### config.mk
export PLATFORM = sky130hd
export DESIGN_NAME = rename_map_unit
export DESIGN_NICKNAME = d
export VERILOG_FILES = /design/src/rtl/rename_pkg.sv /design/src/rtl/rename_find_free.sv /design/src/rtl/rename_free_list.sv /design/src/rtl/rename_map_table.sv /design/src/rtl/rename_map_unit.sv
export SDC_FILE = /design/constraint.sdc
export NUM_CORES = 1
export LEC_CHECK = 0
export ABC_CLOCK_PERIOD_IN_PS = 3400
export BUFFER_PORTS_ARGS = -buffer_cell sky130_fd_sc_hd__buf_4
export CAP_MARGIN = 20
export CORE_UTILIZATION = 57
export CTS_CLUSTER_DIAMETER = 120
export DETAILED_ROUTE_END_ITERATION = 7
export PLACE_DENSITY = 0.75
export SLEW_MARGIN = 25
export SYNTH_ARGS = -nofsm -noshare
export SYNTH_HDL_FRONTEND = slang
export SYNTH_SLANG_ARGS = --single-unit
### constraint.sdc
create_clock -name clk -period 3.4 [get_ports clk]
set_input_delay 0.34 -clock clk [delete_from_list [all_inputs] [get_ports clk]]
set_output_delay 0.34 -clock clk [all_outputs]
set_load 0.1 [all_outputs]
### src/rtl/rename_pkg.sv
package rename_pkg;

    // Default geometry of the rename stage.
    localparam int RN_ARCH_REGS = 8;
    localparam int RN_PHYS_REGS = 32;

    // Control states of the rename unit.
    typedef enum logic [0:0] {
        RN_ACTIVE  = 1'b0,
        RN_RECOVER = 1'b1
    } rn_state_e;

endpackage

### src/rtl/rename_find_free.sv
module rename_find_free #(
    parameter int WIDTH = 32,
    parameter int IDX_W = $clog2(WIDTH)
) (
    input  logic [WIDTH-1:0] mask_i,
    output logic             found_o,
    output logic [IDX_W-1:0] idx_o
);

    // Lowest set bit wins: scan downward so the last hit is the smallest.
    always_comb begin
        found_o = 1'b0;
        idx_o   = '0;
        for (int i = WIDTH - 1; i >= 0; i--) begin
            if (mask_i[i]) begin
                found_o = 1'b1;
                idx_o   = IDX_W'(i);
            end
        end
    end

endmodule

### src/rtl/rename_free_list.sv
module rename_free_list #(
    parameter int NUM_PHYS = 32,
    parameter int NUM_ARCH = 8,
    parameter int PHYS_W   = $clog2(NUM_PHYS)
) (
    input  logic                clk,
    input  logic                rst_n,
    input  logic                take_one_i,
    input  logic                take_two_i,
    input  logic                rel_i,
    input  logic [PHYS_W-1:0]   rel_tag_i,
    input  logic                restore_i,
    input  logic [NUM_PHYS-1:0] restore_mask_i,
    output logic                cand0_ok_o,
    output logic [PHYS_W-1:0]   cand0_o,
    output logic                cand1_ok_o,
    output logic [PHYS_W-1:0]   cand1_o
);

    logic [NUM_PHYS-1:0] free_q;
    logic [NUM_PHYS-1:0] free_d;
    logic [NUM_PHYS-1:0] second_mask;

    rename_find_free #(.WIDTH(NUM_PHYS), .IDX_W(PHYS_W)) u_first (
        .mask_i  (free_q),
        .found_o (cand0_ok_o),
        .idx_o   (cand0_o)
    );

    // Hide the first pick so the second search finds the next one up.
    always_comb begin
        second_mask = free_q;
        if (cand0_ok_o) begin
            second_mask[cand0_o] = 1'b0;
        end
    end

    rename_find_free #(.WIDTH(NUM_PHYS), .IDX_W(PHYS_W)) u_second (
        .mask_i  (second_mask),
        .found_o (cand1_ok_o),
        .idx_o   (cand1_o)
    );

    always_comb begin
        free_d = free_q;
        if (take_one_i || take_two_i) begin
            free_d[cand0_o] = 1'b0;
        end
        if (take_two_i) begin
            free_d[cand1_o] = 1'b0;
        end
        if (rel_i) begin
            free_d[rel_tag_i] = 1'b1;
        end
        if (restore_i) begin
            free_d = restore_mask_i;
        end
    end

    always_ff @(posedge clk) begin
        if (!rst_n) begin
            for (int i = 0; i < NUM_PHYS; i++) begin
                free_q[i] <= (i >= NUM_ARCH);
            end
        end else begin
            free_q <= free_d;
        end
    end

    // a handed-out register really was free
    a_r3_pick_is_free: assert property (@(posedge clk) disable iff (!rst_n)
        (take_one_i || take_two_i) |-> (cand0_ok_o && free_q[cand0_o]));

    // the second pick exists and differs from the first
    a_r3_second_distinct: assert property (@(posedge clk) disable iff (!rst_n)
        take_two_i |-> (cand1_ok_o && free_q[cand1_o] && (cand1_o != cand0_o)));

    // nothing requested means the mask holds still
    a_r8_mask_hold: assert property (@(posedge clk) disable iff (!rst_n)
        (!take_one_i && !take_two_i && !rel_i && !restore_i) |=> $stable(free_q));

    // a released register is free on the following cycle
    a_r9_release_lands: assert property (@(posedge clk) disable iff (!rst_n)
        rel_i |=> free_q[$past(rel_tag_i)]);

endmodule

### src/rtl/rename_map_table.sv
module rename_map_table #(
    parameter int NUM_ARCH = 8,
    parameter int NUM_PHYS = 32,
    parameter int N_RD     = 6,
    parameter int ARCH_W   = $clog2(NUM_ARCH),
    parameter int PHYS_W   = $clog2(NUM_PHYS)
) (
    input  logic                         clk,
    input  logic                         rst_n,
    input  logic [N_RD-1:0][ARCH_W-1:0]  rd_arch_i,
    output logic [N_RD-1:0][PHYS_W-1:0]  rd_tag_o,
    input  logic                         wr0_en_i,
    input  logic [ARCH_W-1:0]            wr0_arch_i,
    input  logic [PHYS_W-1:0]            wr0_tag_i,
    input  logic                         wr1_en_i,
    input  logic [ARCH_W-1:0]            wr1_arch_i,
    input  logic [PHYS_W-1:0]            wr1_tag_i,
    input  logic                         cm_en_i,
    input  logic [ARCH_W-1:0]            cm_arch_i,
    input  logic [PHYS_W-1:0]            cm_tag_i,
    input  logic                         restore_i,
    output logic [NUM_PHYS-1:0]          cm_free_o
);

    logic [PHYS_W-1:0] spec_q [NUM_ARCH];
    logic [PHYS_W-1:0] spec_d [NUM_ARCH];
    logic [PHYS_W-1:0] cmt_q  [NUM_ARCH];
    logic [PHYS_W-1:0] cmt_d  [NUM_ARCH];

    // Lookup ports read the speculative copy.
    for (genvar k = 0; k < N_RD; k++) begin : g_rd
        assign rd_tag_o[k] = spec_q[rd_arch_i[k]];
    end

    // Committed copy moves only on retirement.
    always_comb begin
        cmt_d = cmt_q;
        if (cm_en_i) begin
            cmt_d[cm_arch_i] = cm_tag_i;
        end
    end

    // Registers named by no committed entry are the post-flush free set.
    always_comb begin
        cm_free_o = '1;
        for (int a = 0; a < NUM_ARCH; a++) begin
            cm_free_o[cmt_d[a]] = 1'b0;
        end
    end

    // Younger write is applied last so it wins on a shared destination.
    always_comb begin
        spec_d = spec_q;
        if (wr0_en_i) begin
            spec_d[wr0_arch_i] = wr0_tag_i;
        end
        if (wr1_en_i) begin
            spec_d[wr1_arch_i] = wr1_tag_i;
        end
        if (restore_i) begin
            spec_d = cmt_d;
        end
    end

    always_ff @(posedge clk) begin
        if (!rst_n) begin
            for (int a = 0; a < NUM_ARCH; a++) begin
                spec_q[a] <= PHYS_W'(a);
                cmt_q[a]  <= PHYS_W'(a);
            end
        end else begin
            spec_q <= spec_d;
            cmt_q  <= cmt_d;
        end
    end

    // on a shared destination the younger tag is what remains
    a_r6_younger_wins: assert property (@(posedge clk) disable iff (!rst_n)
        (wr0_en_i && wr1_en_i && (wr0_arch_i == wr1_arch_i) && !restore_i)
        |=> (spec_q[$past(wr1_arch_i)] == $past(wr1_tag_i)));

    // a retirement reaches the committed copy
    a_r9_commit_lands: assert property (@(posedge clk) disable iff (!rst_n)
        cm_en_i |=> (cmt_q[$past(cm_arch_i)] == $past(cm_tag_i)));

endmodule

### src/rtl/rename_map_unit.sv
module rename_map_unit
    import rename_pkg::*;
#(
    parameter int NUM_ARCH = RN_ARCH_REGS,
    parameter int NUM_PHYS = RN_PHYS_REGS,
    localparam int ARCH_W  = $clog2(NUM_ARCH),
    localparam int PHYS_W  = $clog2(NUM_PHYS)
) (
    input  logic              clk,
    input  logic              rst_n,
    input  logic              flush_i,
    input  logic              s0_valid_i,
    input  logic [ARCH_W-1:0] s0_src_a_i,
    input  logic [ARCH_W-1:0] s0_src_b_i,
    input  logic              s0_dst_we_i,
    input  logic [ARCH_W-1:0] s0_dst_i,
    input  logic              s1_valid_i,
    input  logic [ARCH_W-1:0] s1_src_a_i,
    input  logic [ARCH_W-1:0] s1_src_b_i,
    input  logic              s1_dst_we_i,
    input  logic [ARCH_W-1:0] s1_dst_i,
    input  logic              ret_valid_i,
    input  logic [ARCH_W-1:0] ret_dst_i,
    input  logic [PHYS_W-1:0] ret_new_tag_i,
    input  logic [PHYS_W-1:0] ret_old_tag_i,
    output logic [PHYS_W-1:0] s0_src_a_tag_o,
    output logic [PHYS_W-1:0] s0_src_b_tag_o,
    output logic [PHYS_W-1:0] s0_new_tag_o,
    output logic [PHYS_W-1:0] s0_old_tag_o,
    output logic [PHYS_W-1:0] s1_src_a_tag_o,
    output logic [PHYS_W-1:0] s1_src_b_tag_o,
    output logic [PHYS_W-1:0] s1_new_tag_o,
    output logic [PHYS_W-1:0] s1_old_tag_o,
    output logic              stall_o
);

    localparam int N_RD = 6;

    rn_state_e state_q, state_d;

    logic                        w0, w1;
    logic                        short_regs;
    logic                        go;
    logic                        take_one, take_two;
    logic                        cand0_ok, cand1_ok;
    logic [PHYS_W-1:0]           cand0, cand1;
    logic [NUM_PHYS-1:0]         cm_free;
    logic [N_RD-1:0][ARCH_W-1:0] rd_arch;
    logic [N_RD-1:0][PHYS_W-1:0] rd_tag;

    // A slot only counts as a writer when it is valid.
    assign w0 = s0_valid_i && s0_dst_we_i;
    assign w1 = s1_valid_i && s1_dst_we_i;

    assign short_regs = (w0 && w1 && !cand1_ok) || ((w0 || w1) && !cand0_ok);

    // State register.
    always_ff @(posedge clk) begin
        if (!rst_n) begin
            state_q <= RN_ACTIVE;
        end else begin
            state_q <= state_d;
        end
    end

    // Next state.
    always_comb begin
        state_d = state_q;
        unique case (state_q)
            RN_ACTIVE:  if (flush_i) state_d = RN_RECOVER;
            RN_RECOVER: state_d = flush_i ? RN_RECOVER : RN_ACTIVE;
        endcase
    end

    // Outputs of the controller.
    always_comb begin
        stall_o = 1'b1;
        go      = 1'b0;
        unique case (state_q)
            RN_ACTIVE: begin
                stall_o = flush_i || short_regs;
                go      = !(flush_i || short_regs);
            end
            RN_RECOVER: begin
                stall_o = 1'b1;
                go      = 1'b0;
            end
        endcase
    end

    assign take_one = go && (w0 ^ w1);
    assign take_two = go && w0 && w1;

    rename_free_list #(
        .NUM_PHYS (NUM_PHYS),
        .NUM_ARCH (NUM_ARCH),
        .PHYS_W   (PHYS_W)
    ) u_free (
        .clk            (clk),
        .rst_n          (rst_n),
        .take_one_i     (take_one),
        .take_two_i     (take_two),
        .rel_i          (ret_valid_i),
        .rel_tag_i      (ret_old_tag_i),
        .restore_i      (flush_i),
        .restore_mask_i (cm_free),
        .cand0_ok_o     (cand0_ok),
        .cand0_o        (cand0),
        .cand1_ok_o     (cand1_ok),
        .cand1_o        (cand1)
    );

    assign rd_arch[0] = s0_src_a_i;
    assign rd_arch[1] = s0_src_b_i;
    assign rd_arch[2] = s1_src_a_i;
    assign rd_arch[3] = s1_src_b_i;
    assign rd_arch[4] = s0_dst_i;
    assign rd_arch[5] = s1_dst_i;

    rename_map_table #(
        .NUM_ARCH (NUM_ARCH),
        .NUM_PHYS (NUM_PHYS),
        .N_RD     (N_RD),
        .ARCH_W   (ARCH_W),
        .PHYS_W   (PHYS_W)
    ) u_map (
        .clk        (clk),
        .rst_n      (rst_n),
        .rd_arch_i  (rd_arch),
        .rd_tag_o   (rd_tag),
        .wr0_en_i   (go && w0),
        .wr0_arch_i (s0_dst_i),
        .wr0_tag_i  (s0_new_tag_o),
        .wr1_en_i   (go && w1),
        .wr1_arch_i (s1_dst_i),
        .wr1_tag_i  (s1_new_tag_o),
        .cm_en_i    (ret_valid_i),
        .cm_arch_i  (ret_dst_i),
        .cm_tag_i   (ret_new_tag_i),
        .restore_i  (flush_i),
        .cm_free_o  (cm_free)
    );

    // Older slot: plain lookups; it always gets the lowest free register.
    assign s0_src_a_tag_o = rd_tag[0];
    assign s0_src_b_tag_o = rd_tag[1];
    assign s0_new_tag_o   = cand0;
    assign s0_old_tag_o   = rd_tag[4];

    // Younger slot: bypass slot 0's fresh tag on a same-pair match.
    assign s1_new_tag_o   = w0 ? cand1 : cand0;
    assign s1_src_a_tag_o = (w0 && (s1_src_a_i == s0_dst_i)) ? cand0 : rd_tag[2];
    assign s1_src_b_tag_o = (w0 && (s1_src_b_i == s0_dst_i)) ? cand0 : rd_tag[3];
    assign s1_old_tag_o   = (w0 && (s1_dst_i == s0_dst_i)) ? cand0 : rd_tag[5];

    // the recovery cycle never accepts a pair
    a_r10_recover_stalls: assert property (@(posedge clk) disable iff (!rst_n)
        (state_q == RN_RECOVER) |-> stall_o);

    // a flush always leads into recovery
    a_r10_flush_enters: assert property (@(posedge clk) disable iff (!rst_n)
        flush_i |=> (state_q == RN_RECOVER));

    // recovery lasts one cycle unless flushed again
    a_r10_recover_exits: assert property (@(posedge clk) disable iff (!rst_n)
        ((state_q == RN_RECOVER) && !flush_i) |=> (state_q == RN_ACTIVE));

    // two accepted writers never share a tag
    a_r3_pair_distinct: assert property (@(posedge clk) disable iff (!rst_n)
        (!stall_o && w0 && w1) |-> (s0_new_tag_o != s1_new_tag_o));

    // a pair without writers is never starved
    a_r8_no_write_no_stall: assert property (@(posedge clk) disable iff (!rst_n)
        ((state_q == RN_ACTIVE) && !flush_i && !w0 && !w1) |-> !stall_o);

endmodule

==> results of run 1 <==
[cells by family after synthesis]
logic type	count (synthesis)	synth area share [%]
xor+xnor	9	0.681
fa+ha+maj	7	0.659
compound gates	473	27.9
simple gates	599	27.1
flops	113	19.5
buf+inv	146	5.15
mux	155	19.0
[metal layers]
metal | track usage, % | GRT overflow
met5 | 44.1 | 0
met4 | 77.7 | 30
met3 | 72.4 | 3
met2 | 92.7 | 36
met1 | 81.4 | 2
[timing repair]
action / 4_1_cts
setup endpoints to repair: 83
setup buffers: 54
gates cloned: 1
pin swaps: 104
gates resized for setup: 246
[through the flow]
stage	utilization (%)	cell area, µm²
floorplan	-	12100
global placement	74.1	14600
detailed placement	74.1	14600
CTS	84.5	16700
==> impl_metrics.toml, run 1 <==
[run_status]
status = "did not finish"
lastStage = "global routing (5_1_grt)"
tool.error = "[ERROR GRT-0116] Global routing finished with congestion. Check the congestion regions in the DRC Viewer."

[synth]
synthFlopType = "dfxtp_1"
synth_area_leaders = "dfxtp_1 20%, mux4_2 9.3%, mux2i_1 5.7%"
synth.distinct_cells = 91
yosysTopAreaCellShare_pct = 19.5
syn_inst = 1502
ys_async_sr_fraction_pct = 0
avgSynthCellArea_um2 = 7.71
yosys_register_bits = 113
yosysWarnings = 0
ys_seq_area_share_pct = 19.5
synth_edf_count = 0
syn-num-nets = 1543
synthesis.area_um2 = 11600
synth_common_cells = "146 x nand2_1, 127 x nor2_1, 113 x dfxtp_1, 100 x o22ai_1, 91 x o21ai_0"
yosys.cell_count.top_type = "nand2_1"
yosysTopAreaCell = "dfxtp_1"

[place]
dp_hpwl_um = 42800
portBuffers = 79
preCtsSetupSlack_ns = -0.487
place_inst = 2005
place.gp.congestion = 1.17

[floorplan]
rows = 51
initial_utilization_pct = 58.7
die_y_um = 145
die_w_um = 145
ios = 80

[global_routing]
grt_pass1_wl_um = 125000
grt_util_all_layers_pct = 81.1
grt_pass1_vias = 19200
grt_max_degree = 68
overflow = 71

[clock_network]
postCtsHoldBufs = 0
cts_sinks = 113
numCtsBuffers = 17
cts-htree-levels = 4
clockBufferDepth = 2
clockRootBuffer = "clkbuf_16"
==> run 2, diff against run 1 <==
--- a/config.mk
+++ b/config.mk
@@ -5,13 +5,12 @@
 export SDC_FILE = /design/constraint.sdc
 export NUM_CORES = 1
 export LEC_CHECK = 0
-export ABC_CLOCK_PERIOD_IN_PS = 3400
+export ABC_CLOCK_PERIOD_IN_PS = 4400
 export BUFFER_PORTS_ARGS = -buffer_cell sky130_fd_sc_hd__buf_4
 export CAP_MARGIN = 20
-export CORE_UTILIZATION = 57
-export CTS_CLUSTER_DIAMETER = 120
+export CORE_UTILIZATION = 40
 export DETAILED_ROUTE_END_ITERATION = 7
-export PLACE_DENSITY = 0.75
+export PLACE_DENSITY_LB_ADDON = 0.15
 export SLEW_MARGIN = 25
 export SYNTH_ARGS = -nofsm -noshare
 export SYNTH_HDL_FRONTEND = slang
==> constraint.sdc (replaced) <==
create_clock -name clk -period 4.4 [get_ports clk]
set_input_delay 0.44 -clock clk [delete_from_list [all_inputs] [get_ports clk]]
set_output_delay 0.44 -clock clk [all_outputs]
set_load 0.1 [all_outputs]
==> impl_metrics.toml, run 2 <==
[routing]
drt_iter0_markers = 2281
via_count = 14200
route.detailed.drc = 0
drtAntennaViolNets = 0
wl_per_cell_um = 28.6
firstDrtPassIters = 7
wl_um = 58200
vias_per_cell = 6.99

[synth]
synth_top_family_by_area = "compound AO/OA/AOI/OAI gates"
synth_edf_count = 0
synthFlopType = "dfxtp_1"
synth.distinct_cells = 91
synthMuxAreaShare_pct = 19.0
synthesis.area_um2 = 11600
synthSimpleGateAreaFrac_pct = 27.1
ys_seq_area_share_pct = 19.5
synth-xor-area-share_pct = 0.681
yosysTopAreaCellShare_pct = 19.5
yosysTopAreaCell = "dfxtp_1"
yosysWarnings = 0
synth_fa_ha_area_share_pct = 0.659
yosys_register_bits = 113
ys_async_sr_fraction_pct = 0
synth_area_leaders = "dfxtp_1 20%, mux4_2 9.3%, mux2i_1 5.7%"
avgSynthCellArea_um2 = 7.71
syn-num-nets = 1543
syn_inst = 1502
yosys.cell_count.top_type = "nand2_1"
synth-compound-area-share_pct = 27.9
synth_common_cells = "146 x nand2_1, 127 x nor2_1, 113 x dfxtp_1, 100 x o22ai_1, 91 x o21ai_0"

[sta]
rsz0062_at_grt = "yes"
clock.fmax_mhz = 226
setup_viol = 1
skew_ns = 0.0165
worst_pin_slew_ns = 1.06
fin_crit_sh_pct = 101
drv_slew = 0
relSlewSlack_pct = 27.5
fin_crit_ns = 4.42
setup_ws_ns = -0.0223
hold_viol_final = 0

[floorplan]
die_y_um = 172
die_area_um2 = 29600
ios = 80
die_w_um = 172
core-area_um2 = 28200
rows = 61
initial_utilization_pct = 41.1

[run_status]
status = "finished, violations left"
violations = "setup timing"

[clock_network]
clockBufferDepth = 2
clockRootBuffer = "clkbuf_16"
cts_tree = "yes"
cts-htree-levels = 4
cts_sinks = 113
clkTransAtPathRegs_ns = 0.06
clkLatencyLatePin_ns = 0.42
numCtsBuffers = 17
postCtsHoldBufs = 0

[final_layout]
antenna_cells = 0
final_area_um2 = 14400
mostFrequentLayoutCells = "233 x buf_4, 144 x nand2_1, 123 x nor2_1"
drive_gt1_share_pct = 28.4
layout.nets = 1689
biggestRegsByFlops = "u_map.cmt_q x40, u_map.spec_q x40, u_free.free_q x32"
fillers = 2777
final_util_pct = 51.0
area_delta_synth_final_pct = 24.1
layout_commonest_cell = "buf_4"

[critical_path]
start_kind = "register"
cp_max_fo = 4
timing.rr.end = "u_free.free_q[5]"
path_delay_family = "compound AO/OA/AOI/OAI gates"
cp_slowest_stage_delay_ns = 0.54
crit_buf_inv = 3
worstRegToRegCells = 18
crit_type = "register to output pin"
r2r-start = "u_free.free_q[8]"
r2r_setup_slack_ns = 0.15
end_kind = "output pin"
cp_slowest_cell = "or4_4"
crit_path_cell_trace = "nor4_4, nand3_2, a311o_1, buf_4, buf_4, a211oi_2, mux2i_2, o2bb2ai_2, or4_4, o211a_4, nor2_4, a21o_1, buf_12"
path_common_cell = "buf_4"
required_ns = 3.96
arrival_ns = 3.98

[place]
portBuffers = 79
place.gp.congestion = 1.08
preCtsSetupSlack_ns = 0.103
place_area_um2 = 13200
dp_hpwl_um = 42700

[min_path]
hp-class = "primary input to register"
worstHoldPathCells = 2
min_from = "ret_old_tag_i[0]"
worst_hold_path.endpoint = "u_free.free_q[6]"

[global_routing]
overflow = 0
grt_pass1_wl_um = 84200
use_met1_pct = 53.8
antenna_found_initial = 0
use_met2_pct = 59.0
use_met3_pct = 6.32
grt_util_all_layers_pct = 38.9
busiest_layer = "met2"
grt_max_degree = 67
grt_pass1_vias = 12900

[power_and_ir_drop]
leakage_uw = 0.00509
p_per_area_nw_per_um2 = 294
ir_drop_uv = 276

[flow_run]
max_cap_violations = 0
run 2: logic make-up after synthesis:
logic type,count (synthesis)
adders and majority gates,7
DFF,113
buffers and inverters,146
AOI/OAI and AO/OA,473
and+or+nand+nor,599
xor gates and xnor gates,9
muxes,155
run 2: area by class of cell:
| cell class | instances | area, µm² | area share [%] |
|---|---|---|---|
| timing repair buffer | 245 | 1910 | 13.3 |
| clock inverter | 13 | 128 | 0.888 |
| tap | 378 | 473 | 3.29 |
| multi-input combinational | 1243 | 9040 | 62.9 |
| clock buffer | 18 | 429 | 2.99 |
| sequential | 113 | 2280 | 15.9 |
| inverter | 28 | 108 | 0.749 |
run 2: where the power goes:
group | leakage, µW | total, µW | switching [µW] | internal [µW]
clock network | 0.000276 | 1330 | 546 | 785
registers | 0.000919 | 1120 | 63.4 | 1060
logic | 0.00390 | 1770 | 1200 | 569
total | 0.00509 | 4220 | 1810 | 2410
run 2: through the flow:
step | TNS [ns] | hold WS [ns] | power, µW | std cells
final | -0.0223 | 0.365 | 4220 | 2038
after detailed placement | 0 | 0.468 | 2710 | 1981
after CTS | 0 | 0.359 | 4060 | 2021
after floorplan | 0 | 0.490 | 2110 | 1502
after global placement | 0 | 0.457 | 2720 | 1981
after global routing | -0.140 | 0.368 | 4340 | 2038
run 2: timing repair:
item | 4_1_cts | 5_1_grt
gates resized for setup | 28 | 72
setup buffers | 9 | 16
hold endpoints to repair | 0 | 0
gates cloned | 0 | 1
pin swaps | 5 | 23
endpoints found under the setup margin | 3 | 6
run 2: worst max-delay path by stage:
stage          cells past startpoint           endpoint               from
5_1_grt                           13    s1_new_tag_o[1]   u_free.free_q[2]
6_report                          13    s1_new_tag_o[1]   u_free.free_q[2]
3_5_place_dp                      13    s1_new_tag_o[1]   u_free.free_q[3]
2_1_floorplan                      9  s1_src_a_tag_o[1]   u_free.free_q[5]
4_1_cts                           12    s1_new_tag_o[0]  u_free.free_q[27]
3_3_place_gp                      13    s1_new_tag_o[0]   u_free.free_q[8]
run 2: layer usage:
layer | vias up | part of all wire [%]
li1 | 6141 | -
met1 | 6808 | 41
met2 | 1083 | 43
met3 | 211 | 12
met4 | 0 | 5.1
met5 | - | 0
No activity file was read; power rests on OpenSTA's default activity.
